## src/rtl/cpi_pkg.sv

```systemverilog
package cpi_pkg;
  localparam int NUM_ARMS = 6;
  localparam int SEL_W    = 3;

  // Integration length in code periods; every entry divides a 20-code bit.
  function automatic logic [5:0] sel_to_len(input logic [SEL_W-1:0] sel);
    logic [5:0] len;
    case (sel)
      3'd0:    len = 6'd1;
      3'd1:    len = 6'd2;
      3'd2:    len = 6'd4;
      3'd3:    len = 6'd5;
      3'd4:    len = 6'd10;
      default: len = 6'd20;
    endcase
    return len;
  endfunction
endpackage

```

## src/rtl/cpi_phase_ctr.sv

```systemverilog
module cpi_phase_ctr #(
  parameter int BIT_LEN = 20,
  parameter int CNT_W   = 5,
  parameter int LEN_W   = 6
) (
  input  logic             clk,
  input  logic             rst,
  input  logic             eoc,
  input  logic             sync,
  input  logic [CNT_W-1:0] phase,
  input  logic [LEN_W-1:0] int_len,
  output logic [CNT_W-1:0] cnt_q,
  output logic             dump_pend_q,
  output logic             bit_pend_q
);
  localparam logic [CNT_W-1:0] LAST = CNT_W'(BIT_LEN - 1);

  logic [LEN_W-1:0] cnt_plus;
  logic [CNT_W-1:0] cnt_nxt;
  logic [CNT_W-1:0] phase_ld;
  logic             int_end;
  logic             bit_end;

  always_comb begin
    cnt_plus = LEN_W'(cnt_q) + LEN_W'(1);
    bit_end  = (cnt_q == LAST);
    cnt_nxt  = bit_end ? '0 : cnt_q + CNT_W'(1);
    int_end  = ((cnt_plus % int_len) == '0);
    phase_ld = (phase > LAST) ? LAST : phase;
  end

  always_ff @(posedge clk) begin
    if (rst) begin
      cnt_q       <= '0;
      dump_pend_q <= 1'b0;
      bit_pend_q  <= 1'b0;
    end else if (sync) begin
      cnt_q       <= phase_ld;
      dump_pend_q <= 1'b0;
      bit_pend_q  <= 1'b0;
    end else begin
      dump_pend_q <= eoc && int_end;
      bit_pend_q  <= eoc && bit_end;
      if (eoc) cnt_q <= cnt_nxt;
    end
  end
endmodule

```

## src/rtl/cpi_accum.sv

```systemverilog
module cpi_accum #(
  parameter int IN_W  = 12,
  parameter int ACC_W = 17
) (
  input  logic             clk,
  input  logic             rst,
  input  logic             clr,
  input  logic             add,
  input  logic             dump,
  input  logic [IN_W-1:0]  val,
  output logic [ACC_W-1:0] acc_q
);
  logic [ACC_W-1:0] val_x;
  assign val_x = {{(ACC_W-IN_W){val[IN_W-1]}}, val};

  always_ff @(posedge clk) begin
    if (rst || clr)  acc_q <= '0;
    else if (dump)   acc_q <= add ? val_x : '0;
    else if (add)    acc_q <= acc_q + val_x;
  end
endmodule

```

## src/rtl/cpi_dump_stage.sv

```systemverilog
module cpi_dump_stage #(
  parameter int ARMS  = 6,
  parameter int ACC_W = 17
) (
  input  logic                       clk,
  input  logic                       rst,
  input  logic                       clr,
  input  logic                       dump_pend,
  input  logic                       bit_pend,
  input  logic [ARMS-1:0][ACC_W-1:0] acc_all,
  input  logic [ACC_W-1:0]           bit_acc,
  output logic [ARMS-1:0][ACC_W-1:0] sum_q,
  output logic                       eoi_q,
  output logic                       eob_q,
  output logic                       bit_q
);
  always_ff @(posedge clk) begin
    if (rst) begin
      eoi_q <= 1'b0;
      eob_q <= 1'b0;
      bit_q <= 1'b0;
    end else begin
      eoi_q <= dump_pend && !clr;
      eob_q <= bit_pend && !clr;
      if (bit_pend && !clr) bit_q <= ~bit_acc[ACC_W-1];
    end
  end

  for (genvar a = 0; a < ARMS; a++) begin : g_hold
    always_ff @(posedge clk) begin
      if (rst)                    sum_q[a] <= '0;
      else if (dump_pend && !clr) sum_q[a] <= acc_all[a];
    end
  end
endmodule

```

## src/rtl/code_phase_integrator.sv

```systemverilog
module code_phase_integrator
  import cpi_pkg::*;
#(
  parameter int  CORR_W  = 12,
  parameter int  BIT_LEN = 20,
  localparam int CNT_W   = $clog2(BIT_LEN),
  localparam int ACC_W   = CORR_W + $clog2(BIT_LEN + 1)
) (
  input  logic                     clk,
  input  logic                     rst,
  input  logic                     eoc_i,
  input  logic                     sync_i,
  input  logic [CNT_W-1:0]         sync_phase_i,
  input  logic [SEL_W-1:0]         int_sel_i,
  input  logic signed [CORR_W-1:0] ie_i,
  input  logic signed [CORR_W-1:0] ip_i,
  input  logic signed [CORR_W-1:0] il_i,
  input  logic signed [CORR_W-1:0] qe_i,
  input  logic signed [CORR_W-1:0] qp_i,
  input  logic signed [CORR_W-1:0] ql_i,
  output logic [CNT_W-1:0]         code_cnt_o,
  output logic                     eoi_o,
  output logic signed [ACC_W-1:0]  ie_sum_o,
  output logic signed [ACC_W-1:0]  ip_sum_o,
  output logic signed [ACC_W-1:0]  il_sum_o,
  output logic signed [ACC_W-1:0]  qe_sum_o,
  output logic signed [ACC_W-1:0]  qp_sum_o,
  output logic signed [ACC_W-1:0]  ql_sum_o,
  output logic                     eob_o,
  output logic                     bit_o
);
  localparam int LEN_W = CNT_W + 1;

  logic [NUM_ARMS-1:0][CORR_W-1:0] arm_in;
  logic [NUM_ARMS-1:0][ACC_W-1:0]  arm_acc;
  logic [NUM_ARMS-1:0][ACC_W-1:0]  arm_sum;
  logic [ACC_W-1:0]                bit_acc;
  logic [LEN_W-1:0]                int_len;
  logic                            dump_pend;
  logic                            bit_pend;

  assign arm_in  = {ql_i, qp_i, qe_i, il_i, ip_i, ie_i};
  assign int_len = LEN_W'(sel_to_len(int_sel_i));

  cpi_phase_ctr #(.BIT_LEN(BIT_LEN), .CNT_W(CNT_W), .LEN_W(LEN_W)) u_ctr (
    .clk(clk), .rst(rst), .eoc(eoc_i), .sync(sync_i), .phase(sync_phase_i),
    .int_len(int_len), .cnt_q(code_cnt_o), .dump_pend_q(dump_pend),
    .bit_pend_q(bit_pend)
  );

  for (genvar a = 0; a < NUM_ARMS; a++) begin : g_arm
    cpi_accum #(.IN_W(CORR_W), .ACC_W(ACC_W)) u_acc (
      .clk(clk), .rst(rst), .clr(sync_i), .add(eoc_i && !sync_i),
      .dump(dump_pend), .val(arm_in[a]), .acc_q(arm_acc[a])
    );
  end

  // Bit-long prompt in-phase total, dumped on the bit boundary only.
  cpi_accum #(.IN_W(CORR_W), .ACC_W(ACC_W)) u_bit_acc (
    .clk(clk), .rst(rst), .clr(sync_i), .add(eoc_i && !sync_i),
    .dump(bit_pend), .val(ip_i), .acc_q(bit_acc)
  );

  cpi_dump_stage #(.ARMS(NUM_ARMS), .ACC_W(ACC_W)) u_out (
    .clk(clk), .rst(rst), .clr(sync_i), .dump_pend(dump_pend),
    .bit_pend(bit_pend), .acc_all(arm_acc), .bit_acc(bit_acc),
    .sum_q(arm_sum), .eoi_q(eoi_o), .eob_q(eob_o), .bit_q(bit_o)
  );

  assign ie_sum_o = arm_sum[0];
  assign ip_sum_o = arm_sum[1];
  assign il_sum_o = arm_sum[2];
  assign qe_sum_o = arm_sum[3];
  assign qp_sum_o = arm_sum[4];
  assign ql_sum_o = arm_sum[5];
endmodule

```

## config.mk

```make
export PLATFORM = sky130hd
export DESIGN_NAME = code_phase_integrator
export DESIGN_NICKNAME = d
export VERILOG_FILES = /design/src/rtl/cpi_pkg.sv /design/src/rtl/cpi_phase_ctr.sv /design/src/rtl/cpi_accum.sv /design/src/rtl/cpi_dump_stage.sv /design/src/rtl/code_phase_integrator.sv
export SDC_FILE = /design/constraint.sdc
export NUM_CORES = 1
export LEC_CHECK = 0
export ABC_AREA = 1
export BUFFER_PORTS_ARGS = -buffer_cell sky130_fd_sc_hd__buf_2
export CORE_ASPECT_RATIO = 0.7
export CORE_MARGIN = 2
export CORE_UTILIZATION = 55
export DETAILED_ROUTE_END_ITERATION = 10
export GPL_TIMING_DRIVEN = 1
export PLACE_DENSITY_LB_ADDON = 0.05
export SYNTH_ARGS = -nofsm -noshare
export SYNTH_HDL_FRONTEND = slang
export SYNTH_HIERARCHICAL = 1
export SYNTH_SLANG_ARGS = --single-unit
```

## constraint.sdc

```tcl
create_clock -name clk -period 19.2 [get_ports clk]
set_input_delay 5.76 -clock clk [delete_from_list [all_inputs] [get_ports clk]]
set_output_delay 5.76 -clock clk [all_outputs]
set_load 0.02 [all_outputs]
```

Word level (Yosys, flattened, before mapping)
Cells that the tools add are included.
{ "classes": {"add_sub_neg": 9, "div": 1, "magnitude_cmp": 1, "n_eq_ne": 5, "n_mux": 25, "n_bitwise": 1, "reduce_logical": 13} }
{ "op_table": {"columns": ["cell", "count"], "rows": [
  ["17-bit two-way mux", 20],
  ["17-bit adder", 7],
  ["5-bit case mux with 5 select lines", 1],
  ["5-bit two-way mux", 4],
  ["5-bit by 1-bit adder with 6-bit output, second input constant", 1],
  ["3-bit by 2-bit == test with 1-bit output, second input constant", 2],
  ["6-bit logical NOT", 1],
  ["6-bit by 6-bit modulo with 6-bit output", 1],
  ["2-bit nonzero test", 3],
  ["5-bit by 1-bit adder with 5-bit output, second input constant", 1],
  ["5-bit == test, second input constant", 1],
  ["5-bit > comparator, second input constant", 1],
  ["1-bit logical AND", 5],
  ["3-bit by 1-bit == test with 1-bit output, second input constant", 1],
  ["3-bit == test, second input constant", 1],
  ["3-bit logical NOT", 1],
  ["2-bit OR reduction", 1],
  ["1-bit logical NOT", 1],
  ["1-bit logical OR", 1],
  ["1-bit NOT", 1]
]} }
{ "totals": {"reg_bits": 231, "input_bits": 84, "output_inout_bits": 110, "elab_cells": 74} }

Longest topological paths before layout
Gate-level depths: netlist (run 1).
{ "depth": {"ltp_word": 5, "mapped_depth": 53, "mapped_depth_nobuf": 53} }

Modules after synthesis
The synthesis (run 1) kept the hierarchy.
{ "modules_own_cells": {"columns": ["mod", "instances", "cells_per_inst", "area_each_um2", "seq_area_each_um2"], "rows": [
  ["cpi_accum at g_arm[0].u_acc ...", 5, 302, 1729.2, 340.3],
  ["cpi_dump_stage", 1, 670, 4398.0, 2102.0],
  ["cpi_accum at g_arm[4].u_acc", 1, 302, 1884.3, 340.3],
  ["cpi_accum at g_arm[3].u_acc", 1, 302, 1788.0, 340.3],
  ["cpi_phase_ctr", 1, 259, 1679.1, 140.1],
  ["code_phase_integrator", 1, 16, 66.3, 0.0]
]} }

Worst setup path after synthesis (run 1)
OpenSTA, ideal clock, no wires.
{ "synth_path": {"path_kind": "input-to-reg", "startpoint": "input port int_sel_i[0]", "endpoint": "register u_ctr.dump_pend_q", "setup_time_ns": 0.112, "arrival_time_ns": 11.594, "t_required_ns": 19.088, "setup_slack_ns": 7.495, "cell_stages": 47, "n_path_buf": 0, "cell_sequence": "inv_1 nand2_1 a21oi_1 inv_1 ha_1 nand4_1 and2_1 ha_1 nand2_1 nand3b_1 nand2_1 nand3_1 nand2_1 inv_1 ha_1 nand2_1 nand3_1 nand2_1 [... 11 more ...] nand2_2 nand3_4 nand2_2 nand2_1 a21oi_2 xor2_1 nand2_1 and2_1 ha_1 nand2_1 inv_1 nand2_1 o221ai_1 inv_1 nor2_1 nor2_1 nand2_1 nor2_2"} }
{ "synth_via": {"elab_chain_len": 5, "elab_cells_between_ends": 9, "classes_between": "1 x div; 4 x eq/ne; 1 x mux; 3 x reduce/logical"} }
{ "synth_lines": {"columns": ["item", "line", "source"], "rows": [
  ["from (decl)", "code_phase_integrator.sv:14", "input logic [SEL_W-1:0] int_sel_i,"],
  ["3-bit == test, or another cell as far along", "cpi_pkg.sv:8", "case (sel)"],
  ["5-bit case mux with 5 select lines (*)", "cpi_pkg.sv:8", null],
  ["via int_len[0]", "code_phase_integrator.sv:38", "logic [LEN_W-1:0] int_len;"],
  ["6-bit by 6-bit modulo with 6-bit output (*)", "cpi_phase_ctr.sv:28", "int_end = ((cnt_plus % int_len) == '0);"],
  ["6-bit logical NOT (*)", "cpi_phase_ctr.sv:28", null],
  ["1-bit logical AND (*)", "cpi_phase_ctr.sv:42", "dump_pend_q <= eoc && int_end;"],
  ["to (signal assigned)", "cpi_phase_ctr.sv:42", null],
  ["to (decl)", "cpi_phase_ctr.sv:13", "output logic dump_pend_q,"]
]} }
Mark *: on every way through the listed nets, which the timed path passes. The rest lies on a longest branch.
A chain may end at the register's enable or synchronous reset.

Worst setup path after layout (run 1)
Ends and elaborated chain as after synthesis.

==> impl_metrics.yaml, run 1 <==
status:
  status: "finished clean"
clock_tree:
  postCtsHoldBufs: 0
  htree_levels: 1
  ctsResizeCount: 0
  cts_tree: "yes"
  cts.clk_slew.worst_paths_ns: 0.06
  clock_latency_ns: 0.57
  cts.sinks: 231
  clock_path_buffers: 3
  numCtsBuffers: 26
  clk_root_buffer_cell: "clkbuf_16"
  cts_setup_buffers: 0
timing:
  period_share_pct: 63.5
  relSlewSlack_pct: 25.8
  fin_skew_ns: 0.0366
  fmax_mhz: 82.0
  tightest_slew_ns: 1.11
  setup_viol_count_final: 0
  fin_ws_ns: 7.01
  rsz0062_at_grt: "no"
  period_needed_ns: 12.19
  drv_slew: 0
  hold_violations: 0
  setup_tns_ns: 0
grt:
  first_global_vias: 17100
  grt_pass1_wl_um: 83500
  antenna_found_initial: 2
  grt.overflow.total: 0
  grtUsageTotal_pct: 28.8
  grt_max_degree: 95
placement:
  pre_cts_ws_ns: 6.56
  globalplace.congestion: 0.901
  dpl.cell_count: 3624
  port_buffers: 193
  dp_hpwl_um: 37500
logic_synthesis:
  synth_area_leaders: "dfxtp_1 (25%), nand2_1 (20%), inv_1 (11%)"
  synth-seq-cells: 231
  ys.warnings.count: 6
  yosys.area.top_type: "dfxtp_1"
  syn_area_sq_um: 18500
  async_reset_ff_share_pct: 0
  synth.distinct_cells: 45
  synth_top_area_share_pct: 25.0
  ys_seq_area_share_pct: 25.0
  syn_inst: 3059
  avgSynthCellArea_sq_um: 6.04
  ys.flop_type: "dfxtp_1"
  synth_edf_count: 0
floorplanning:
  die_area_sq_um: 35100
  fp.dieW_um: 223
  core_area_sq_um: 33300
  die_y_um: 157
  ios: 194
  rows: 56
  initial_core_util_pct: 55.5
critical_path:
  endpoint_kind: "flop"
  worstPathArrival_ns: 12.64
  critPathKind: "in2reg"
  path_max_fanout: 5
  cp.required_ns: 19.65
  crit_top_cell: "nand2_1"
  startpoint_type: "primary input"
  critical_path.slowest_cell: "ha_1"
  max_stage_delay_ns: 0.36
route:
  drc: 0
  antenna_left: 0
  firstDrtPassIters: 5
  vias_per_cell: 5.07
  drt-total-wl_um: 50800
  drtIter0Drc: 1343
  routedWlPerCell_um: 13.8
  vias: 18600
power:
  leakagePower_nw: 10.9
  vdd_drop_max_v: 0.0000564
  cellPowerDensity_nw_per_um2: 64.8
job:
  drv_cap: 0
layout:
  drive_gt1_share_pct: 12.6
  instances_no_fill: 3672
  final_core_util_pct: 61.7
  fillers: 3315
  syn2layout_area_growth_pct: 11.2
  nets: 3446
min_path:
  hold_path.class: "reg2reg"
flip-flops by register name, indices dropped and copies added, names as in the netlist:
signal and count:
u_bit_acc/acc_q 17, u_ctr/dump_pend_q 1, u_out/eoi_q 1, u_ctr/cnt_q 5, u_out/sum_q 102, u_ctr/bit_pend_q 1
u_out/bit_q 1, u_out/eob_q 1, g_arm.u_acc/acc_q 102
critical path, delay by kind of cell:
family / cells / cell delay (ns)
AND/OR/NAND/NOR: 30 / 3.13
adder cells (fa/ha/maj): 6 / 1.95
AO/OA/AOI/OAI: 4 / 0.95
buffers and inverters: 7 / 0.71
XOR/XNOR: 1 / 0.15
path summary, 6_finish.rpt:
path | end | slack [ns] | depth (start not counted) | startpoint
max | u_ctr/dump_pend_q$_SDFF_PP0_ | 7.01 | 48 | int_sel_i[0]
min reg2reg | u_out/sum_q[47]$_SDFFE_PP0P_ | 0.48 | 2 | u_out/sum_q[47]$_SDFFE_PP0P_
max reg2reg | u_ctr/dump_pend_q$_SDFF_PP0_ | 12.27 | 50 | u_ctr/cnt_q[1]$_SDFFE_PP0P_
min | u_out/sum_q[47]$_SDFFE_PP0P_ | 0.48 | 2 | u_out/sum_q[47]$_SDFFE_PP0P_
cells in the mapped netlist, types with 24 or more instances:
master,number
inv_1,554
a31oi_1,39
nand2_1,977
a21oi_1,136
a22o_1,28
ha_1,137
nor2_1,292
dfxtp_1,231
buf_2,37
nand2_2,52
or2_0,34
nand3_1,279
nand3_2,24
cell type report:
type                    instances  area (sq um)  share of cell area [%]
diodes                          1          2.50                  0.0122
clock buffers                  32           714                    3.48
clock inverters                15           175                   0.853
inverters                     572          2150                    10.5
multi-input cells            2186         11300                    55.0
flip-flops and latches        231          4630                    22.5
well taps                     435           544                    2.65
repair buffers                200          1020                    4.96
report_power, final:
part	total, W	switching [W]	internal (W)
clock network	0.000528	0.000222	0.000306
registers	0.000500	0.00000981	0.000490
logic	0.000302	0.000196	0.000106
total	0.00133	0.000428	0.000903
layout by cell type (no fill, tap or decap), types with 17 or more instances in the layout:
| master | count |
|---|---|
| clkbuf_16 | 27 |
| nand3_1 | 279 |
| nand2_2 | 52 |
| ha_1 | 137 |
| nand3b_1 | 17 |
| nor2_1 | 291 |
| nand2_1 | 977 |
| buf_2 | 193 |
| a31oi_1 | 39 |
| nand3_2 | 24 |
| or2_0 | 34 |
| a21oi_1 | 136 |
| nor2_2 | 23 |
| dfxtp_1 | 230 |
| a22o_1 | 28 |
| inv_1 | 553 |
per-layer routing:
layer / up-vias / GRT usage [%] / wire length (um)
li1: 9757 / - / -
met1: 8285 / 42.0 / 25700
met2: 498 / 45.1 / 20900
met3: 74 / 3.66 / 3170
met4: 2 / 6.55 / 1080
met5: - / 0 / 13
stage by stage:
stage	total power (W)	hold slack, ns	cell area [sq um]
after floorplan	0.000737	0.465	18500
after global placement	0.000803	0.457	19600
after detailed placement	0.000809	0.466	19600
after CTS	0.00134	0.480	20500
after global routing	0.00140	0.496	20500
final	0.00133	0.476	20500
kinds of logic (layout without fill, tap and decap cells):
kind of cell	count (synthesis)	count (layout)	synth area share [%]
simple gates	1776	1776	42.3
buf+inv	644	819	13.8
compound gates	244	244	7.87
flops	231	231	25.0
fa+ha+maj	145	145	10.2
xor+xnor	18	18	0.854
other cells	1	4	0.0203
No activity file was read; power rests on OpenSTA's default activity.
==> inputs of run 2 (changes only) <==
clock period = 12.4 ns   (was 19.2 ns; I/O delays follow)
==> run 2 against run 1 <==
  * Cell count about the same
  * Flip-flop and latch count stayed put
  * Total power grew 49%
  * Setup slack worse by 4.7 ns
==> impl_metrics.yaml, run 2 (synthesis gave the netlist of run 1 again) <==
grt:
  antenna_found_initial: 2
  grt_max_degree: 95
  grt.overflow.total: 0
  first_global_vias: 16800
  grtUsageTotal_pct: 28.3
  use_met3_pct: 3.58
  grt_pass1_wl_um: 82500
  busiest_layer: "met2"
  grtUsageMet1_pct: 42.1
  use_met2_pct: 43.9
clock_tree:
  postCtsHoldBufs: 0
  clk_root_buffer_cell: "clkbuf_16"
  htree_levels: 1
  numCtsBuffers: 26
  clock_path_buffers: 3
  cts_tree: "yes"
  clock_latency_ns: 0.56
  cts.sinks: 231
  cts_setup_buffers: 0
  cts.clk_slew.worst_paths_ns: 0.06
  ctsResizeCount: 0
layout:
  reg.largest.list: "g_arm.u_acc/acc_q x102, u_out/sum_q x102, u_bit_acc/acc_q x17"
  nets: 3446
  final_cell_mix: "nand2_1 (977), inv_1 (553), nor2_1 (291), nand3_1 (279), dfxtp_1 (230)"
  syn2layout_area_growth_pct: 10.8
  final_core_util_pct: 61.4
  final_common_cell: "nand2_1"
  drive_gt1_share_pct: 12.4
floorplanning:
  ios: 194
  core_area_sq_um: 33300
  fp.dieW_um: 223
  rows: 56
  die_y_um: 157
  initial_core_util_pct: 55.5
  die_area_sq_um: 35100
job:
  drv_cap: 0
critical_path:
  critPathKind: "in2reg"
  endpoint_kind: "flop"
  worstPathArrival_ns: 10.61
  crit_top_cell: "nand2_1"
  startpoint_type: "primary input"
  cp.required_ns: 12.88
  path_max_fanout: 5
  critical_path.slowest_cell: "ha_1"
  max_stage_delay_ns: 0.34
timing:
  tightest_slew_ns: 1.14
  period_share_pct: 81.7
  hold_violations: 0
  period_needed_ns: 10.13
  fmax_mhz: 98.7
  setup_tns_ns: 0
  drv_slew: 0
  setup_viol_count_final: 0
  relSlewSlack_pct: 24.1
  rsz0062_at_grt: "no"
  fin_skew_ns: 0.0177
route:
  vias_per_cell: 5.07
  firstDrtPassIters: 8
  routedWlPerCell_um: 13.7
  antenna_left: 0
  drc: 0
  vias: 18600
  drt-total-wl_um: 50200
  drtIter0Drc: 1321
placement:
  globalplace.congestion: 0.919
  dp_hpwl_um: 37200
  port_buffers: 193
power:
  vdd_drop_max_v: 0.0000872
  leakagePower_nw: 10.8
  p_total_w: 0.00198
  cellPowerDensity_nw_per_um2: 97.0
min_path:
  hold_path.class: "reg2reg"
status:
  status: "finished clean"
run 2: cell types whose count changed in the layout (fill, tap and decap cells not counted), sizes merged:
cell	previous run	this run
clkbuf	32	37
bufinv	3	0
clkinvlp	4	2
clkinv	10	9
inv	570	569
run 2: metal layers:
| layer | vias up | share of wire, % |
|---|---|---|
| li1 | 9763 | - |
| met1 | 8248 | 50 |
| met2 | 515 | 41 |
| met3 | 68 | 6.6 |
| met4 | 2 | 1.9 |
| met5 | - | 0.032 |
run 2: layout make-up:
cell class,instances,area (sq um)
multi-input combinational,2186,11300
inverter,572,2150
clock inverter,8,60.1
clock buffer,37,743
sequential,231,4630
tap,435,544
fill,3274,12800
antenna,1,2.50
timing repair buffer,200,1020
run 2: where the power goes:
group | total (W) | switching, W | internal (W)
registers | 0.000774 | 0.0000140 | 0.000760
clock network | 0.000741 | 0.000324 | 0.000417
logic | 0.000469 | 0.000304 | 0.000165
run 2: through the flow:
| step | setup WS [ns] | instance area, sq um | std cells | hold slack [ns] |
|---|---|---|---|---|
| floorplan | 2.73 | 18500 | 3061 | 0.465 |
| global placement | 2.06 | 19600 | 3624 | 0.457 |
| detailed placement | 1.77 | 19600 | 3624 | 0.467 |
| CTS | 2.32 | 20400 | 3669 | 0.481 |
| global route | 1.68 | 20500 | 3670 | 0.496 |
| finish | 2.27 | 20500 | 3670 | 0.475 |
run 2: worst paths after layout:
check	start	to	slack, ns	cells after the start
setup / recovery	int_sel_i[1]	u_ctr/dump_pend_q$_SDFF_PP0_	2.27	47
hold / removal	u_out/sum_q[28]$_SDFFE_PP0P_	u_out/sum_q[28]$_SDFFE_PP0P_	0.47	2
setup reg to reg	u_ctr/cnt_q[2]$_SDFFE_PP0P_	u_ctr/dump_pend_q$_SDFF_PP0_	5.48	49
hold reg to reg	u_out/sum_q[28]$_SDFFE_PP0P_	u_out/sum_q[28]$_SDFFE_PP0P_	0.47	2
run 2: critical path: cells and delay by family:
kind / cells / cell delay, ns
compound gates: 4 / 0.97
fa+ha+maj: 6 / 1.94
buf+inv: 7 / 0.68
xor+xnor: 1 / 0.15
simple gates: 29 / 3.12
